File: src/rtl/atd_pkg.sv
package atd_pkg;
  localparam int unsigned NUM_CLS = 3;
  localparam int unsigned EC_W    = 6;
  localparam int unsigned ISS_W   = 25;
  localparam logic [EC_W-1:0] EC_ACCEL64 = 6'h0A;

  typedef enum logic [1:0] {
    CLS_PLAIN = 2'd0,
    CLS_RET   = 2'd1,
    CLS_ZST   = 2'd2,
    CLS_RSVD  = 2'd3
  } insn_cls_e;

  typedef enum logic [1:0] {
    LVL_EL0 = 2'd0,
    LVL_EL1 = 2'd1,
    LVL_EL2 = 2'd2,
    LVL_EL3 = 2'd3
  } lvl_e;

  // enable-bit position owned by each class
  function automatic insn_cls_e cls_of_bit(input int unsigned b);
    case (b)
      0:       return CLS_ZST;
      1:       return CLS_PLAIN;
      default: return CLS_RET;
    endcase
  endfunction

  function automatic logic [ISS_W-1:0] iss_of_cls(input insn_cls_e c);
    case (c)
      CLS_RET:   return ISS_W'(0);
      CLS_ZST:   return ISS_W'(1);
      CLS_PLAIN: return ISS_W'(2);
      default:   return '0;
    endcase
  endfunction
endpackage

File: src/rtl/atd_cfg_reg.sv
module atd_cfg_reg #(
  parameter int unsigned W           = 3,
  parameter bit          HAS_FEATURE = 1'b1,
  parameter bit          HAS_EL3     = 1'b0,
  parameter logic [W-1:0] RST_VAL    = '0
) (
  input  logic         clk_i,
  input  logic         rst_ni,
  input  logic         we_i,
  input  logic [W-1:0] wdata_i,
  output logic [W-1:0] q_o
);
  // without EL3 the warm-reset value is architecturally zero
  localparam logic [W-1:0] RST_EFF = HAS_EL3 ? RST_VAL : '0;

  generate
    if (HAS_FEATURE) begin : g_store
      logic [W-1:0] q_q;
      always_ff @(posedge clk_i or negedge rst_ni) begin
        if (!rst_ni)   q_q <= RST_EFF;
        else if (we_i) q_q <= wdata_i;
      end
      assign q_o = q_q;
    end else begin : g_absent
      logic unused;
      assign unused = clk_i ^ rst_ni ^ we_i ^ (^wdata_i);
      assign q_o = '0;
    end
  endgenerate
endmodule

File: src/rtl/atd_class_dec.sv
module atd_class_dec
  import atd_pkg::*;
(
  input  logic              vld_i,
  input  insn_cls_e         cls_i,
  output logic [NUM_CLS-1:0] sel_o,
  output logic [ISS_W-1:0]  iss_o
);
  generate
    for (genvar b = 0; b < NUM_CLS; b++) begin : g_sel
      localparam insn_cls_e BC = cls_of_bit(b);
      assign sel_o[b] = vld_i && (cls_i == BC);
    end
  endgenerate

  assign iss_o = iss_of_cls(cls_i);
endmodule

File: src/rtl/atd_arbiter.sv
module atd_arbiter
  import atd_pkg::*;
(
  input  lvl_e               el_i,
  input  logic [1:0]         host_mode_i,
  input  logic               eff_en_i,
  input  logic [NUM_CLS-1:0] hyp_en_i,
  input  logic [NUM_CLS-1:0] guest_en_i,
  input  logic [NUM_CLS-1:0] sel_i,
  input  logic [ISS_W-1:0]   iss_i,
  output logic               trap_el1_o,
  output logic               trap_el2_o,
  output logic [EC_W-1:0]    ec_o,
  output logic [ISS_W-1:0]   iss_o
);
  logic [NUM_CLS-1:0] hyp_eff;
  logic active, low_el, guest_hit, hyp_hit, any;

  always_comb begin
    hyp_eff    = eff_en_i ? hyp_en_i : '0;
    active     = (host_mode_i != 2'b11) && (|sel_i);
    low_el     = (el_i == LVL_EL0) || (el_i == LVL_EL1);
    guest_hit  = (el_i == LVL_EL0) && |(sel_i & ~guest_en_i);
    hyp_hit    = low_el && |(sel_i & ~hyp_eff);
    trap_el1_o = active && guest_hit;
    trap_el2_o = active && hyp_hit && !guest_hit;
    any        = trap_el1_o || trap_el2_o;
    ec_o       = any ? EC_ACCEL64 : '0;
    iss_o      = any ? iss_i : '0;
  end
endmodule

File: src/rtl/acc_trap_decider.sv
module acc_trap_decider
  import atd_pkg::*;
#(
  parameter bit HAS_FEATURE = 1'b1,
  parameter bit HAS_EL3     = 1'b0
) (
  input  logic         clk_i,
  input  logic         rst_ni,
  input  logic         cfg_we_i,
  input  logic [2:0]   cfg_wdata_i,
  output logic [2:0]   cfg_rdata_o,
  input  logic         eff_en_i,
  input  logic [1:0]   el_i,
  input  logic [1:0]   host_mode_i,
  input  logic [2:0]   guest_en_i,
  input  logic         insn_vld_i,
  input  logic [1:0]   insn_cls_i,
  output logic         trap_el1_o,
  output logic         trap_el2_o,
  output logic [5:0]   ec_o,
  output logic [24:0]  iss_o
);
  logic [NUM_CLS-1:0] hyp_en, sel;
  logic [ISS_W-1:0]   iss_raw;

  atd_cfg_reg #(
    .W(NUM_CLS), .HAS_FEATURE(HAS_FEATURE), .HAS_EL3(HAS_EL3), .RST_VAL('0)
  ) u_cfg (
    .clk_i(clk_i), .rst_ni(rst_ni), .we_i(cfg_we_i),
    .wdata_i(cfg_wdata_i), .q_o(hyp_en)
  );

  atd_class_dec u_dec (
    .vld_i(insn_vld_i), .cls_i(insn_cls_e'(insn_cls_i)),
    .sel_o(sel), .iss_o(iss_raw)
  );

  atd_arbiter u_arb (
    .el_i(lvl_e'(el_i)), .host_mode_i(host_mode_i), .eff_en_i(eff_en_i),
    .hyp_en_i(hyp_en), .guest_en_i(guest_en_i), .sel_i(sel), .iss_i(iss_raw),
    .trap_el1_o(trap_el1_o), .trap_el2_o(trap_el2_o),
    .ec_o(ec_o), .iss_o(iss_o)
  );

  assign cfg_rdata_o = hyp_en;
endmodule

File: config.mk
export PLATFORM = sky130hd
export DESIGN_NAME = acc_trap_decider
export DESIGN_NICKNAME = d
export VERILOG_FILES = /design/src/rtl/atd_pkg.sv /design/src/rtl/atd_cfg_reg.sv /design/src/rtl/atd_class_dec.sv /design/src/rtl/atd_arbiter.sv /design/src/rtl/acc_trap_decider.sv
export SDC_FILE = /design/constraint.sdc
export NUM_CORES = 1
export LEC_CHECK = 0
export BUFFER_PORTS_ARGS = -buffer_cell sky130_fd_sc_hd__buf_4
export CORE_MARGIN = 1.5
export CORE_UTILIZATION = 42
export CTS_BUF_LIST = sky130_fd_sc_hd__clkbuf_4 sky130_fd_sc_hd__clkbuf_8 sky130_fd_sc_hd__clkbuf_16
export CTS_CLUSTER_SIZE = 30
export DETAILED_ROUTE_END_ITERATION = 16
export GPL_TIMING_DRIVEN = 1
export PLACE_DENSITY = 0.75
export SETUP_SLACK_MARGIN = 0.1
export SLEW_MARGIN = 20
export SYNTH_ARGS = -nofsm -noshare
export SYNTH_HDL_FRONTEND = slang
export SYNTH_HIERARCHICAL = 1
export SYNTH_SLANG_ARGS = --single-unit
File: constraint.sdc
create_clock -name clk_i -period 2.5 [get_ports clk_i]
set_input_delay 0.5 -clock clk_i [delete_from_list [all_inputs] [get_ports clk_i]]
set_output_delay 0.5 -clock clk_i [all_outputs]
set_load 0.1 [all_outputs]
==> qor.yml <==
placed_design:
  hpwl_microns: 1400
  place.gp.congestion: 0.727
  dpl_cell_area_sq_um: 921
  dp_cells: 160
  place_ws_ns: 0.0618
  io_buffers: 25
timing:
  finalSetupViolations: 0
  slew_headroom_pct: -34.0
  worst_pin_slew_ns: 2.02
  fin_setup_tns_ns: 0
  max_freq_ghz: 0.428
  layout_min_cycle_time_ns: 2.34
  skew_ns: 0
  grt_setup_unrepaired: "false"
  maxSlewViolCount: 15
  fin_ws_ns: 0.163
  post-route-period-util_pct: 93.5
  hold_violations: 0
  holdWs_ns: 0.0511
global_route:
  grt_pass1_wl_microns: 2490
  grt_antenna_before_repair: 0
  grt_pass1_vias: 596
  grt_use_total_pct: 15.4
  grt_overflow: 0
  grt_max_degree: 24
route:
  vias_per_cell: 4.61
  wl_per_cell_microns: 10.6
  wl_microns: 1740
  drtAntennaViolNets: 0
  vias: 756
  drtIter0Drc: 15
  drc: 0
  firstDrtPassIters: 4
final_layout:
  regArea_sq_um: 78.8
  area_growth_pct: 15.9
  antenna_cells: 0
  largest_reg_flops: 3
  final_cells: 164
  final_nets: 157
  drive_above_1_share_pct: 41.0
  fin_util_pct: 53.8
  fin_area_sq_um: 960
  final.fill_count: 176
  multi_input_area_sq_um: 576
worst_setup_path:
  slowest_stage: "a31o_1"
  cp_top_family: "compound AO/OA/AOI/OAI gates"
  critical_path_arrival_ns: 1.84
  crit_path_frequent_cell: "buf_4"
  path_buf_inv: 2
  crit_chain: "buf_4 -> nor3b_2 -> nand2b_1 -> a31o_1 -> a21oi_2 -> buf_4"
  cp.required_ns: 2.00
  path_class: "in -> out"
  startpoint_type: "primary input"
  slowest_delay_ns: 0.34
  path_max_fanout: 6
  worstSetupEndpointType: "output port"
floorplan:
  die_area_sq_um: 2250
  row_count: 15
  die_h_microns: 47.4
  initial_core_util_pct: 46.5
  io_pins: 53
  coreArea_sq_um: 1780
  die_x_microns: 47.4
clocking:
  htreeDepth: 1
  cts_hold_buf: 0
  insertion_delay_ns: 0.23
  tritoncts: "yes"
  clkSinkCount: 3
  cts_root_buf: "clkbuf_4"
  cts_made_buffers: 3
  clkTransAtPathRegs_ns: 0.04
  clock_path_buffers: 2
hold_path:
  hold_class: "in -> async"
logic_synthesis:
  async_flop_share_pct: 100
  synth_edf_count: 0
  synth.yosys.seq_area_share_pct: 9.06
  post_synth_num_cell_types: 21
  synth_area_sq_um: 828
  synth.most_common_cell: "buf_4"
  netlist_instances: 118
  yosys.area.top_type_share_pct: 28.1
  yosys_most_used_dff: "dfrtp_1"
  yosys_warnings: 6
  synthTopCellsByArea: "buf_4 28%, nand3_1 15%, a21oi_2 11%, a21oi_1 10%, dfrtp_1 9.1%"
  avgSynthCellArea_sq_um: 7.02
  yosysTopAreaCell: "buf_4"
  synth_commonest_cells: "31 x buf_4, 25 x nand3_1, 17 x a21oi_1"
  synth.ff_latch_count: 3
power:
  cell_internal_pwr_mw: 0.180
  p_sw_mw: 0.225
  power_mw: 0.405
  power_frac_comb_pct: 62.4
  clock_power_share_pct: 23.1
  leakagePower_nw: 0.396
  powerDensity_nw_per_um2: 422
  switching_share_pct: 55.5
  irDropWorstVdd_uv: 356
  pwr-share-seq_pct: 14.4
outcome:
  outcome: "complete, but fails checks"
  violations: "slew limit"
run:
  maxCapViolations: 0
## worst paths after layout
path	startpoint	end	slack, ns	cells after the start
setup / recovery	insn_cls_i[0]	ec_o[1]	0.16	6
hold / removal	rst_ni	u_cfg/q_o[2]	0.05	1
setup reg to reg	u_cfg/q_o[1]	u_cfg/q_o[1]	1.72	1
hold reg to reg	u_cfg/q_o[2]	u_cfg/q_o[2]	0.53	1
max in group asynchronous	rst_ni	u_cfg/q_o[0]	2.34	1
min in group clk_i	cfg_wdata_i[2]	u_cfg/q_o[2]	0.50	2
## power by group through the flow
stage                     sequential [mW]  clock [mW]  combinational [mW]
final                              0.0585      0.0937               0.253
after global routing               0.0590      0.0972               0.267
after CTS                          0.0584      0.0966               0.251
after detailed placement           0.0590           0               0.250
after global placement             0.0587           0               0.246
after floorplan                    0.0947           0               0.209
## cells by family after synthesis
family	count (synthesis)	synth area share, %
other	2	0.907
buffers and inverters	40	36.6
and+or+nand+nor	40	25.2
DFF	3	9.06
muxes	3	4.08
AOI/OAI and AO/OA	30	24.2
## repair_timing
action	4_1_cts	5_1_grt
endpoints found under the setup margin	4	0
setup buffers	0	0
resized for setup	2	0
## cells in the final DEF, fill, tap and decap left out, types with 2 or more instances in the layout
master,count
conb_1,27
mux2_2,3
dfrtp_2,3
clkbuf_4,4
nand2_1,4
nand3_1,25
and3b_1,2
a21oi_1,15
nand2b_1,3
a21oi_2,12
buf_4,31
## routing by layer
metal / track usage (%) / share of wire, % / vias to the layer above
li1: - / - / 401
met1: 15.9 / 41 / 328
met2: 33.2 / 54 / 27
met3: 0 / 4.9 / 0
met4: 3.33 / 0 / 0
met5: 0 / 0 / -
## area by class of cell
type	instances	share of cell area (%)
Multi-Input combinational cell	100	60.0
Timing Repair Buffer	32	25.4
Sequential cell	3	8.21
Tap cell	25	3.26
Clock buffer	4	3.13
Note: power is estimated with default switching activity, not from simulation.
